==> config.mk <==
export PLATFORM = sky130hd
export DESIGN_NAME = irq_vector_unit
export DESIGN_NICKNAME = d
export VERILOG_FILES = /design/src/rtl/ivu_pkg.sv /design/src/rtl/ivu_src_arbiter.sv /design/src/rtl/ivu_vec_compose.sv /design/src/rtl/ivu_status_gate.sv /design/src/rtl/irq_vector_unit.sv
export SDC_FILE = /design/constraint.sdc
export NUM_CORES = 1
export LEC_CHECK = 0
export ABC_AREA = 1
export ABC_CLOCK_PERIOD_IN_PS = 1500
export BUFFER_PORTS_ARGS = -buffer_cell sky130_fd_sc_hd__buf_2
export CAP_MARGIN = 20
export CORE_MARGIN = 8
export CORE_UTILIZATION = 42
export DETAILED_ROUTE_END_ITERATION = 8
export GPL_ROUTABILITY_DRIVEN = 0
export HOLD_SLACK_MARGIN = 0.05
export PLACE_DENSITY = 0.81
export SLEW_MARGIN = 5
export SYNTH_ARGS = -nofsm -noshare
export SYNTH_HDL_FRONTEND = slang
export SYNTH_SLANG_ARGS = --single-unit
==> constraint.sdc <==
create_clock -name clk -period 1.5 [get_ports clk]
set_input_delay 0.075 -clock clk [delete_from_list [all_inputs] [get_ports clk]]
set_output_delay 0.075 -clock clk [all_outputs]
set_load 0.03 [all_outputs]
==> src/rtl/ivu_pkg.sv <==
package ivu_pkg;

    localparam int SRC_PER_CH = 4;
    localparam int SRC_RX_RDY = 0;
    localparam int SRC_RX_ERR = 1;
    localparam int SRC_TX     = 2;
    localparam int SRC_OTHER  = 3;

    localparam int CFG_GATE_BIT = 0;
    localparam int CFG_MODE_LO  = 1;

    typedef enum logic [1:0] {
        IT_OTHER = 2'b00,
        IT_TX    = 2'b01,
        IT_RX    = 2'b10,
        IT_RXERR = 2'b11
    } itype_e;

    typedef enum logic [1:0] {
        VM_NONE = 2'b00,
        VM_BASE = 2'b01,
        VM_CHAN = 2'b10,
        VM_FULL = 2'b11
    } vmode_e;

    typedef enum logic {
        ST_IDLE = 1'b0,
        ST_HOLD = 1'b1
    } ack_state_e;

    function automatic itype_e type_of(input logic [SRC_PER_CH-1:0] p);
        if (p[SRC_RX_ERR])      return IT_RXERR;
        else if (p[SRC_RX_RDY]) return IT_RX;
        else if (p[SRC_TX])     return IT_TX;
        else if (p[SRC_OTHER])  return IT_OTHER;
        else                    return IT_OTHER;
    endfunction

endpackage

==> src/rtl/ivu_src_arbiter.sv <==
module ivu_src_arbiter
    import ivu_pkg::*;
#(
    parameter int NCH  = 2,
    parameter int CH_W = 1,
    localparam int NSRC = NCH * SRC_PER_CH
) (
    input  logic            clk,
    input  logic            rst_n,
    input  logic [NSRC-1:0] flags,
    input  logic [NSRC-1:0] mask,
    output logic            pend_any,
    output logic [CH_W-1:0] chan,
    output itype_e          itype
);

    logic [SRC_PER_CH-1:0] pend  [NCH];
    logic [NCH-1:0]        hit;
    itype_e                ptype [NCH];

    genvar g;
    generate
        for (g = 0; g < NCH; g++) begin : g_ch
            assign pend[g]  = flags[g*SRC_PER_CH +: SRC_PER_CH] & mask[g*SRC_PER_CH +: SRC_PER_CH];
            assign hit[g]   = |pend[g];
            assign ptype[g] = type_of(pend[g]);
        end
    endgenerate

    logic [CH_W-1:0] sel;
    logic            found;

    always_comb begin
        sel   = '0;
        found = 1'b0;
        for (int c = 0; c < NCH; c++) begin
            if (hit[c] && !found) begin
                sel   = CH_W'(c);
                found = 1'b1;
            end
        end
    end

    assign pend_any = found;
    assign chan     = sel;
    assign itype    = found ? ptype[sel] : IT_OTHER;

    AST_ARB_A_FIRST: assert property (@(posedge clk) disable iff (!rst_n)
        hit[0] |-> chan == '0);
    AST_ARB_IDLE_CODE: assert property (@(posedge clk) disable iff (!rst_n)
        !pend_any |-> (chan == '0 && itype == IT_OTHER));
    AST_ARB_ERR_WINS: assert property (@(posedge clk) disable iff (!rst_n)
        pend[0][SRC_RX_ERR] |-> itype == IT_RXERR);

endmodule

==> src/rtl/ivu_vec_compose.sv <==
module ivu_vec_compose
    import ivu_pkg::*;
#(
    parameter int VW   = 8,
    parameter int CH_W = 1
) (
    input  vmode_e          mode,
    input  logic [VW-1:0]   base,
    input  logic [CH_W-1:0] chan,
    input  itype_e          itype,
    output logic [VW-1:0]   vec
);

    always_comb begin
        unique case (mode)
            VM_NONE: vec = '1;
            VM_BASE: vec = base;
            VM_CHAN: vec = {base[VW-1:CH_W], chan};
            VM_FULL: vec = {base[VW-1:CH_W+2], itype, chan};
        endcase
    end

endmodule

==> src/rtl/ivu_status_gate.sv <==
module ivu_status_gate #(
    parameter int W = 8
) (
    input  logic         clk,
    input  logic         rst_n,
    input  logic [W-1:0] raw,
    input  logic [W-1:0] mask,
    input  logic         gate,
    output logic [W-1:0] stat
);

    assign stat = gate ? (raw & mask) : raw;

    AST_STAT_NO_DISABLED: assert property (@(posedge clk) disable iff (!rst_n)
        gate |-> (stat & ~mask) == '0);

endmodule

==> src/rtl/irq_vector_unit.sv <==
module irq_vector_unit
    import ivu_pkg::*;
#(
    parameter int NCH = 2,
    parameter int VW  = 8,
    localparam int NSRC = NCH * SRC_PER_CH,
    localparam int CH_W = (NCH > 1) ? $clog2(NCH) : 1
) (
    input  logic            clk,
    input  logic            rst_n,
    input  logic [NSRC-1:0] src_flags,
    input  logic [NSRC-1:0] src_mask,
    input  logic [VW-1:0]   base_vec,
    input  logic [2:0]      cfg_lo,
    input  logic            iack,
    output logic [VW-1:0]   vec_out,
    output logic            irq,
    output logic [NSRC-1:0] stat_rd
);

    vmode_e          mode;
    logic            gate;
    logic            pend_any;
    logic [CH_W-1:0] chan;
    itype_e          itype;
    logic [VW-1:0]   vec_live;
    logic [VW-1:0]   vec_q;
    ack_state_e      st_q, st_d;

    assign mode = vmode_e'(cfg_lo[CFG_MODE_LO +: 2]);
    assign gate = cfg_lo[CFG_GATE_BIT];

    ivu_src_arbiter #(.NCH(NCH), .CH_W(CH_W)) i_arb (
        .clk      (clk),
        .rst_n    (rst_n),
        .flags    (src_flags),
        .mask     (src_mask),
        .pend_any (pend_any),
        .chan     (chan),
        .itype    (itype)
    );

    ivu_vec_compose #(.VW(VW), .CH_W(CH_W)) i_cmp (
        .mode  (mode),
        .base  (base_vec),
        .chan  (chan),
        .itype (itype),
        .vec   (vec_live)
    );

    ivu_status_gate #(.W(NSRC)) i_stat (
        .clk   (clk),
        .rst_n (rst_n),
        .raw   (src_flags),
        .mask  (src_mask),
        .gate  (gate),
        .stat  (stat_rd)
    );

    always_comb begin
        st_d = st_q;
        unique case (st_q)
            ST_IDLE: if (iack)  st_d = ST_HOLD;
            ST_HOLD: if (!iack) st_d = ST_IDLE;
        endcase
    end

    always_ff @(posedge clk or negedge rst_n) begin
        if (!rst_n) begin
            st_q  <= ST_IDLE;
            vec_q <= '1;
        end else begin
            st_q <= st_d;
            if (st_q == ST_IDLE && iack) vec_q <= vec_live;
        end
    end

    always_comb begin
        irq     = pend_any;
        vec_out = (st_q == ST_HOLD) ? vec_q : '1;
    end

    AST_MODE_NONE_ONES: assert property (@(posedge clk) disable iff (!rst_n)
        (st_q == ST_IDLE && iack && mode == VM_NONE) |=> vec_out == '1);
    AST_MODE_BASE_PASS: assert property (@(posedge clk) disable iff (!rst_n)
        (st_q == ST_IDLE && iack && mode == VM_BASE) |=> vec_out == $past(base_vec));
    AST_MODE_CHAN_UPPER: assert property (@(posedge clk) disable iff (!rst_n)
        (st_q == ST_IDLE && iack && mode == VM_CHAN)
            |=> vec_out[VW-1:CH_W] == $past(base_vec[VW-1:CH_W]));
    AST_MODE_FULL_UPPER: assert property (@(posedge clk) disable iff (!rst_n)
        (st_q == ST_IDLE && iack && mode == VM_FULL)
            |=> vec_out[VW-1:CH_W+2] == $past(base_vec[VW-1:CH_W+2]));
    AST_HOLD_STABLE: assert property (@(posedge clk) disable iff (!rst_n)
        (st_q == ST_HOLD && iack) |=> $stable(vec_out));
    AST_RELEASE_ONES: assert property (@(posedge clk) disable iff (!rst_n)
        (st_q == ST_HOLD && !iack) |=> vec_out == '1);
    AST_IRQ_SEEN_GATED: assert property (@(posedge clk) disable iff (!rst_n)
        (gate && irq) |-> stat_rd != '0);
    AST_IRQ_LOW_NONE: assert property (@(posedge clk) disable iff (!rst_n)
        !irq |-> (stat_rd & src_mask) == '0);

endmodule

==> results of run 1 <==
==> cell usage in the layout, fill, tap and decap left out <==
cell type,instances
dfrtp_1,1
nor2_1,8
a21oi_1,6
a21o_1,1
nand2_1,25
clkbuf_1,1
o21ai_4,1
nand3_2,1
nand4_1,1
a21oi_2,2
inv_2,1
dlygate4sd3_1,2
inv_4,1
nand2_4,1
o31ai_1,1
inv_1,18
o21ai_0,8
clkbuf_4,3
nand2_2,1
nand3_1,5
dfstp_2,8
nor2_4,1
or2_2,3
buf_2,46
==> per-stage QoR <==
stage | cell area [µm²] | util [%] | total power [mW] | cells | hold slack (ps)
floorplan | 644.4 | - | 0.4876 | 94 | -220.6
global placement | 894.6 | 60.80 | 0.5884 | 156 | -71.92
detailed placement | 894.6 | 60.80 | 0.5948 | 156 | -68.04
CTS | 940.9 | 63.95 | 0.7795 | 162 | 54.86
global route | 940.9 | 63.95 | 0.8177 | 162 | 69.13
finish | 940.9 | 63.95 | 0.7698 | 162 | 62.32
==> kinds of logic (layout without fill, tap and decap cells) <==
family	Yosys count	count (layout)	synth area share, %
AOI/OAI and AO/OA	19	19	18.45
buffers and inverters	20	72	12.04
and+or+nand+nor	46	46	33.01
DFF	9	9	36.50
==> metal layers <==
| layer | global-route usage, % | vias to the layer above | routed length [µm] |
|---|---|---|---|
| met5 | 0 | - | 0 |
| met4 | 3.600 | 0 | 0 |
| met3 | 3.743 | 0 | 198 |
| met2 | 20.71 | 36 | 822 |
| met1 | 12.09 | 329 | 742 |
| li1 | - | 396 | - |
==> power by group through the flow <==
| stage | clock network, mW | registers, mW | logic [mW] |
|---|---|---|---|
| after detailed placement | 0 | 0.311 | 0.284 |
| final | 0.178 | 0.307 | 0.285 |
| after global routing | 0.193 | 0.310 | 0.314 |
| after global placement | 0 | 0.309 | 0.279 |
| after CTS | 0.184 | 0.307 | 0.288 |
| after floorplan | 0 | 0.306 | 0.182 |
==> registers in the layout, summed over array words and instances, names as in the netlist <==
signal  count
st_q        1
vec_q       8
==> worst reg2reg max path, stage by stage, from the launching register on <==
cell and delay (ps):
dfrtp_1 440, inv_2 120, nand2_4 90, inv_4 90
o31ai_1 60, a21oi_1 120, a21o_1 100
==> final cells by class <==
| class | count | area [µm²] | area share (%) |
|---|---|---|---|
| inverter | 20 | 77.57 | 8.245 |
| timing repair buffer | 48 | 250.2 | 26.60 |
| sequential | 9 | 235.2 | 25.00 |
| clock buffer | 4 | 26.28 | 2.793 |
| tap | 16 | 20.02 | 2.128 |
| multi-input combinational | 65 | 331.6 | 35.24 |
==> worst max-delay path by stage <==
stage          start    endpoint  slack (ps)  cells past startpoint
6_report        st_q  vec_out[1]         200                      3
5_1_grt         st_q  vec_out[1]         120                      3
3_5_place_dp    st_q    vec_q[2]         440                      6
4_1_cts         st_q  vec_out[1]         190                      3
2_1_floorplan   st_q    vec_q[2]         540                      6
3_3_place_gp    st_q    vec_q[2]         490                      6
==> what timing repair did <==
item	in CTS	in global routing
setup endpoints to repair	0	0
gates resized for setup	0	0
hold buffers	2	0
hold endpoints to repair	10	0
==> results.py, run 1 <==
metrics = {
    "timing": {
        "worst_slew_pin_slew_ps": 211.7,
        "min_period_over_period_pct": 86.91,
        "drv_slew": 0,
        "rsz0062_at_grt": "no",
        "slew_headroom_pct": 85.84,
        "worst_slack_ps": 196.4,
        "finClkSkew_ps": 2.193,
        "hold_violations": 0,
        "fin_crit_ps": 1304,
        "setup_tns_ps": 0,
        "setup_viol": 0,
        "fmax_mhz": 767.1,
    },
    "setup_path": {
        "worstPathRequired_ps": 1420,
        "cpMaxStageDelayCell": "dfrtp_1",
        "criticalPathCategory": "reg2out",
        "arrival_ps": 1230,
        "crit_fanout": 6,
        "startpoint_type": "flop",
        "cp_top_family": "flip-flops",
        "r2r-start": "st_q",
        "regToRegSetupSlack_ps": 430,
        "crit_buf_inv": 2,
        "r2r-end": "vec_q[0]",
        "reg2reg_depth": 6,
        "slowest_delay_ps": 440,
        "path_cells": "inv_2 > or2_2 > buf_2",
        "cp-end-kind": "output port",
    },
    "logic_synthesis": {
        "synth_top_area_share_pct": 32.62,
        "synth_top_cell_by_area": "dfstp_2",
        "seq_area_frac_synth_pct": 36.50,
        "synth.distinct_cells": 20,
        "synthFlopType": "dfstp_2",
        "netlist_instances": 94,
        "synth_area_um2": 644.4,
        "synth_common_cells": "nand2_1 (25), inv_1 (18), dfstp_2 (8), nor2_1 (8), o21ai_0 (8)",
        "yosysMostFrequentCell": "nand2_1",
        "synth_edf_count": 0,
        "ys_ff_latch": 9,
        "synth_nets": 124,
        "synth_area_per_cell_um2": 6.855,
        "ys_async_sr_fraction_pct": 100.0,
        "ys_top_cells_by_area": "dfstp_2 (33%), nand2_1 (15%), inv_1 (10%)",
        "synth_warnings": 0,
    },
    "detailed_routing": {
        "post-route-drc-count": 0,
        "wl_per_cell_um": 10.88,
        "drtPass1Iterations": 4,
        "via_count": 761,
        "final_antenna_net_count": 0,
        "drt-total-wl_um": 1763,
        "drt_iter0_markers": 5,
        "viasPerCell": 4.698,
    },
    "grt": {
        "antenna_found_initial": 0,
        "grt_first_pass_wirelength_um": 2697,
        "grt_pass1_vias": 784,
        "grt_max_degree": 10,
        "grtUsageTotal_pct": 11.40,
        "overflow": 0,
    },
    "clock_network": {
        "cts_setup_buffers": 0,
        "clkTransAtPathRegs_ps": 60,
        "tritoncts": "built",
        "htree_levels": 1,
        "cts_buffers": 3,
        "cts_root_buf": "clkbuf_4",
        "cts_max_path_buffers": 2,
        "numClockSinks": 9,
        "clk_latency_ps": 250,
    },
    "power": {
        "seq_power_share_pct": 39.9,
        "p_comb_share_pct": 37.0,
        "switchingPower_mw": 0.2726,
        "p_leak_nw": 0.5546,
        "power_density_mw_per_mm2": 818.2,
        "p_clk_share_pct": 23.1,
        "ir_drop_uv": 327.4,
        "p_int_mw": 0.4972,
        "p_sw_share_pct": 35.41,
    },
    "placed_design": {
        "dp_slack_ps": 443.3,
        "dp_hpwl_um": 1555,
        "portBuffers": 46,
    },
    "final_layout": {
        "drive_gt1_share_pct": 47.26,
        "fin_nets": 177,
        "area_delta_synth_final_pct": 46.02,
        "antenna_cells": 0,
        "fill_cells": 147,
    },
    "min_path": {
        "hold_end": "vec_q[7]",
        "min-delay-start": "base_vec[7]",
        "hold_path.class": "in2reg",
        "holdPathStages": 3,
    },
    "die": {
        "core-area_mm2": 0.001471,
        "io_pins": 47,
        "initial_utilization_pct": 43.79,
        "floorplan.rows": 14,
        "die_area_mm2": 0.003044,
        "fp.dieW_um": 55.17,
        "die_h_um": 55.17,
    },
    "run_status": {
        "outcome": "finished, final reports clean",
    },
    "run": {
        "maxCapViolCount": 0,
    },
}
Note: power is estimated with default switching activity, not from simulation.
==> run 2: changes to the inputs <==
--- a/config.mk
+++ b/config.mk
@@ -5,16 +5,15 @@
 export SDC_FILE = /design/constraint.sdc
 export NUM_CORES = 1
 export LEC_CHECK = 0
-export ABC_AREA = 1
 export ABC_CLOCK_PERIOD_IN_PS = 1500
 export BUFFER_PORTS_ARGS = -buffer_cell sky130_fd_sc_hd__buf_2
 export CAP_MARGIN = 20
 export CORE_MARGIN = 8
-export CORE_UTILIZATION = 42
+export CORE_UTILIZATION = 41
 export DETAILED_ROUTE_END_ITERATION = 8
 export GPL_ROUTABILITY_DRIVEN = 0
 export HOLD_SLACK_MARGIN = 0.05
-export PLACE_DENSITY = 0.81
+export PLACE_DENSITY = 0.8
 export SLEW_MARGIN = 5
 export SYNTH_ARGS = -nofsm -noshare
 export SYNTH_HDL_FRONTEND = slang
==> run 2 against run 1 <==
Compared with the run above: global-route usage up 1.4 points; worst setup slack improved by 45 ps; routed wire length grew 3.5%; count of clock-buffer cells in the layout unchanged; sequential share of layout area down 0.46 points; final cell count is 15% lower; register-to-register slack worse by 150 ps; critical endpoint is now vec_out[0]; highest routed layer is now met4.
==> results.py, run 2 <==
metrics = {
    "final_layout": {
        "multi_input_area_um2": 346.6,
        "antenna_cells": 0,
        "final-seq-area_um2": 235.2,
        "regMostFlops": "vec_q",
        "fill_cells": 132,
        "largest_register_ffs": 8,
        "stdcell_area_um2": 958.4,
        "final_common_cell": "buf_2",
        "drive_gt1_share_pct": 50.00,
        "top_regs": "vec_q: 8 flops, st_q: 1 flops",
        "area_delta_synth_final_pct": 53.82,
        "fin_nets": 153,
        "final_cell_mix": "buf_2 (46), inv_1 (8), a21boi_0 (8), or2b_1 (8), dfstp_2 (8)",
    },
    "timing": {
        "fin_crit_ps": 1258,
        "worst_slew_pin_slew_ps": 314.8,
        "rsz0062_at_grt": "no",
        "setup_tns_ps": 0,
        "setup_viol": 0,
        "hold_violations": 0,
        "drv_slew": 0,
        "finClkSkew_ps": 2.989,
        "slew_headroom_pct": 78.97,
        "min_period_over_period_pct": 83.89,
        "worst_slack_ps": 241.7,
        "fmax_mhz": 794.7,
    },
    "setup_path": {
        "arrival_ps": 1180,
        "crit_fanout": 9,
        "startpoint_type": "flop",
        "cp-end-kind": "output port",
        "worstPathRequired_ps": 1420,
        "criticalPathCategory": "reg2out",
    },
    "die": {
        "die_area_mm2": 0.003023,
        "io_pins": 47,
        "die_h_um": 54.99,
        "floorplan.rows": 14,
        "fp.dieW_um": 54.99,
        "initial_utilization_pct": 42.35,
        "core-area_mm2": 0.001471,
    },
    "detailed_routing": {
        "final_antenna_net_count": 0,
        "wl_met2_um": 808,
        "via_count": 711,
        "wl_per_cell_um": 13.22,
        "drt_iter0_markers": 3,
        "highest_layer": "met4",
        "drt-total-wl_um": 1824,
        "post-route-drc-count": 0,
        "viasPerCell": 5.152,
        "met3WireLength_um": 171,
        "drtPass1Iterations": 4,
        "wl_met1_um": 828,
    },
    "grt": {
        "overflow": 0,
        "grtUsageTotal_pct": 12.82,
        "grt_first_pass_wirelength_um": 2946,
        "grt_pass1_vias": 772,
        "grt_max_degree": 15,
        "antenna_found_initial": 0,
    },
    "clock_network": {
        "cts_root_buf": "clkbuf_4",
        "numClockSinks": 9,
        "cts_buffers": 3,
        "cts_setup_buffers": 0,
        "cts_max_path_buffers": 2,
        "cts_resized": 0,
        "tritoncts": "built",
        "cts_hold_buf": 7,
        "clk_latency_ps": 260,
        "htree_levels": 1,
        "clkTransAtPathRegs_ps": 60,
    },
    "logic_synthesis": {
        "synth_area_per_cell_um2": 9.441,
        "synth_top_cell_by_area": "dfstp_2",
        "ys_async_sr_fraction_pct": 100.0,
        "synthFlopType": "dfstp_2",
        "ys_top_cells_by_area": "dfstp_2 (34%), a21boi_0 (9.6%), or2b_1 (9.6%)",
        "synth_warnings": 0,
        "netlist_instances": 66,
        "synth_edf_count": 0,
        "synth.distinct_cells": 23,
        "synth_nets": 96,
        "synth_area_um2": 623.1,
        "synth_common_cells": "a21boi_0 (8), dfstp_2 (8), inv_1 (8), or2b_1 (8), nand2_1 (7)",
        "synth_top_area_share_pct": 33.73,
        "seq_area_frac_synth_pct": 37.75,
        "ys_ff_latch": 9,
    },
    "power": {
        "p_leak_nw": 0.4693,
        "switchingPower_mw": 0.2565,
        "p_clk_share_pct": 23.9,
        "p_int_mw": 0.5188,
        "p_sw_share_pct": 33.08,
        "p_comb_share_pct": 35.7,
        "power_density_mw_per_mm2": 809.0,
        "ir_drop_uv": 335.2,
        "seq_power_share_pct": 40.4,
    },
    "run": {
        "maxCapViolCount": 0,
    },
    "placed_design": {
        "portBuffers": 46,
        "dp_hpwl_um": 1507,
        "dp_slack_ps": 292.5,
        "placed_area_um2": 862.1,
    },
    "run_status": {
        "outcome": "finished, final reports clean",
    },
    "min_path": {
        "hold_path.class": "in2reg",
    },
}
-- run 2: cell count changes after synthesis, moves of 4 or more --
cell      change
nand3_1       -4
a21boi_0      +8
or2b_1        +8
a21oi_1       -6
o21ai_0       -8
o22a_1        +5
inv_1        -10
nor2_1        -8
nand2_1      -18
-- run 2: final timing paths --
kind,startpoint,to,slack (ps),cells after the start
worst max-delay path,st_q,vec_out[0],240,2
worst min-delay path,cfg_lo[2],vec_q[0],60,2
worst max register to register,st_q,vec_q[7],280,3
worst min register to register,vec_q[0],vec_q[0],540,2
max in group asynchronous,rst_n,vec_q[7],1060,2
min in group asynchronous,rst_n,st_q,190,2
-- run 2: kinds of logic (layout without fill, tap and decap cells) --
kind of cell	count (synthesis)	after routing	share of synthesized area, %
simple gates	23	23	23.70
xor+xnor	1	1	1.406
flops	9	9	37.75
compound gates	24	24	30.52
buf+inv	9	65	6.627
-- run 2: power by group through the flow --
| stage | registers, mW | clock network, mW | logic [mW] |
|---|---|---|---|
| after floorplan | 0.312 | 0 | 0.167 |
| after global placement | 0.317 | 0 | 0.259 |
| after detailed placement | 0.316 | 0 | 0.264 |
| after CTS | 0.313 | 0.191 | 0.280 |
| after global routing | 0.317 | 0.202 | 0.301 |
| final | 0.313 | 0.186 | 0.277 |
-- run 2: routing by layer --
metal	track usage, %	vias to the layer above
met3	3.476	2
met4	4.800	0
li1	-	348
met1	15.13	317
met5	0	-
met2	21.70	44
-- run 2: worst max-delay path, cell delays in order (launching register included) --
cell and delay, ps:
dfrtp_1 480, or2b_1 260, buf_2 180
-- run 2: cell type report --
cell class	count	area share, %
Tap cell	16	2.089
Sequential cell	9	24.54
Multi-Input combinational cell	48	36.16
Timing Repair Buffer	53	31.33
Clock buffer	4	2.742
Inverter	8	3.133
-- run 2: through the flow --
| stage | util [%] | total power, mW | hold slack (ps) | cells |
|---|---|---|---|---|
| 2_1_floorplan | - | 0.4782 | -220.6 | 66 |
| 3_3_place_gp | 58.59 | 0.5759 | -71.71 | 127 |
| 3_5_place_dp | 58.59 | 0.5806 | -70.01 | 127 |
| 4_1_cts | 65.14 | 0.7836 | 51.66 | 138 |
| 5_1_grt | 65.14 | 0.8204 | 60.34 | 138 |
| 6_report | 65.14 | 0.7753 | 55.69 | 138 |
==> run 3: changes to the inputs <==
--- a/config.mk
+++ b/config.mk
@@ -5,15 +5,15 @@
 export SDC_FILE = /design/constraint.sdc
 export NUM_CORES = 1
 export LEC_CHECK = 0
-export ABC_CLOCK_PERIOD_IN_PS = 1500
+export ABC_CLOCK_PERIOD_IN_PS = 1280
 export BUFFER_PORTS_ARGS = -buffer_cell sky130_fd_sc_hd__buf_2
 export CAP_MARGIN = 20
 export CORE_MARGIN = 8
-export CORE_UTILIZATION = 41
+export CORE_UTILIZATION = 38
 export DETAILED_ROUTE_END_ITERATION = 8
 export GPL_ROUTABILITY_DRIVEN = 0
 export HOLD_SLACK_MARGIN = 0.05
-export PLACE_DENSITY = 0.8
+export PLACE_DENSITY = 0.75
 export SLEW_MARGIN = 5
 export SYNTH_ARGS = -nofsm -noshare
 export SYNTH_HDL_FRONTEND = slang
==> constraint.sdc (replaced) <==
create_clock -name clk -period 1.28 [get_ports clk]
set_input_delay 0.064 -clock clk [delete_from_list [all_inputs] [get_ports clk]]
set_output_delay 0.064 -clock clk [all_outputs]
set_load 0.03 [all_outputs]
==> run 3 against run 2 <==
Compared with the run above: register-to-register slack lost 190 ps; first-iteration DRC count grew to 3.7 times the previous value; final cell count grew 3.6%.
==> results.py, run 3 (synthesized netlist as in run 2, its figures left out) <==
metrics = {
    "clock_network": {
        "clk_latency_ps": 250,
        "tritoncts": "built",
        "numClockSinks": 9,
        "clkTransAtPathRegs_ps": 60,
        "cts_root_buf": "clkbuf_4",
        "cts_max_path_buffers": 2,
        "cts_buffers": 3,
        "htree_levels": 1,
    },
    "detailed_routing": {
        "drt-total-wl_um": 1881,
        "wl_per_cell_um": 13.15,
        "drtPass1Iterations": 5,
        "post-route-drc-count": 0,
        "drt_iter0_markers": 11,
        "final_antenna_net_count": 0,
        "via_count": 716,
        "viasPerCell": 5.007,
    },
    "timing": {
        "setup_tns_ps": 0,
        "slew_headroom_pct": 81.96,
        "worst_slew_pin_slew_ps": 270.1,
        "drv_slew": 0,
        "fmax_mhz": 835.2,
        "min_period_over_period_pct": 93.54,
        "finClkSkew_ps": 5.929,
        "rsz0062_at_grt": "no",
        "fin_crit_ps": 1197,
        "setup_viol": 0,
        "worst_slack_ps": 82.68,
        "hold_violations": 0,
    },
    "grt": {
        "grt_pass1_vias": 783,
        "grtUsageTotal_pct": 12.40,
        "grt_max_degree": 15,
        "grt_first_pass_wirelength_um": 3367,
        "antenna_found_initial": 0,
        "overflow": 0,
    },
    "min_path": {
        "hold_path.class": "in2reg",
    },
    "die": {
        "die_area_mm2": 0.003192,
        "die_h_um": 56.50,
        "core-area_mm2": 0.001524,
        "fp.dieW_um": 56.50,
        "floorplan.rows": 14,
        "io_pins": 47,
        "initial_utilization_pct": 40.89,
    },
    "setup_path": {
        "criticalPathCategory": "reg2out",
        "path_cells": "buf_4 > or2b_1 > buf_2",
        "cp-end-kind": "output port",
        "startpoint_type": "flop",
        "crit_buf_inv": 2,
        "cp_top_family": "flip-flops",
        "worstPathRequired_ps": 1220,
        "crit_fanout": 8,
        "slowest_delay_ps": 340,
        "arrival_ps": 1130,
        "cpMaxStageDelayCell": "dfrtp_1",
    },
    "final_layout": {
        "top_regs": "vec_q: 8 flops, st_q: 1 flops",
        "regMostFlops": "vec_q",
        "area_delta_synth_final_pct": 60.64,
        "final_common_cell": "buf_2",
        "drive_gt1_share_pct": 51.18,
        "antenna_cells": 0,
        "fin_nets": 158,
        "largest_register_ffs": 8,
    },
    "run_status": {
        "outcome": "finished, final reports clean",
    },
    "power": {
        "ir_drop_uv": 596.4,
        "power_density_mw_per_mm2": 915.5,
        "p_leak_nw": 0.4949,
    },
    "placed_design": {
        "dp_hpwl_um": 1496,
        "portBuffers": 46,
        "dp_slack_ps": 160.4,
    },
    "run": {
        "maxCapViolCount": 0,
    },
}
==> run 3: through the flow <==
step           hold slack (ps)  power (mW)  std cells  instance area, µm²  util (%)
2_1_floorplan           -231.6      0.5604         66               623.1         -
3_3_place_gp            -83.75      0.6739        128               869.6     57.06
3_5_place_dp            -77.02      0.6808        128               869.6     57.06
4_1_cts                  65.09      0.9190        141               983.4     64.53
5_1_grt                  76.16      0.9785        143                1001     65.68
6_report                 81.49      0.9164        143                1001     65.68
==> run 3: worst register-to-register path, cell delays in order (launching register included) <==
cell and delay (ps):
dfrtp_1 370, buf_4 140, nor2b_4 250, and4_1 260
a31oi_1 90
==> run 3: final cells by class <==
type	count	area, µm²
timing repair buffer	58	342.8
fill	139	523.0
clock buffer	4	26.28
inverter	8	30.03
tap	16	20.02
sequential	9	235.2
multi-input combinational	48	346.6
==> run 3: power breakdown <==
part | total, mW | switching, mW | internal [mW]
combinational | 0.339 | 0.187 | 0.152
sequential | 0.363 | 0.0165 | 0.347
clock | 0.214 | 0.0945 | 0.120
==> run 3: final timing paths <==
| path | start | to | slack, ps | depth (start not counted) |
|---|---|---|---|---|
| min in group asynchronous | rst_n | st_q | 190 | 2 |
| max reg2reg | st_q | vec_q[2] | 90 | 4 |
| max | st_q | vec_out[1] | 80 | 3 |
| min | src_mask[2] | vec_q[1] | 80 | 3 |
| min reg2reg | vec_q[0] | vec_q[0] | 530 | 2 |
| max in group asynchronous | rst_n | vec_q[5] | 850 | 2 |
==> run 3: metal layers <==
metal  global-route usage, %  up-vias  part of all wire, %
met5                       0        -                    0
met4                   6.186        0                  1.2
met3                   4.719        6                   10
met2                   19.28       40                   43
met1                   14.38      312                   45
li1                        -      358                    -
==> run 3: repair_timing <==
item | 4_1_cts | 5_1_grt
setup endpoints to repair | 1 | 8
resized for setup | 0 | 2
cloned | 0 | 0
hold buffers | 8 | 0
endpoints found under the hold margin | 16 | 0
setup buffers | 1 | 2
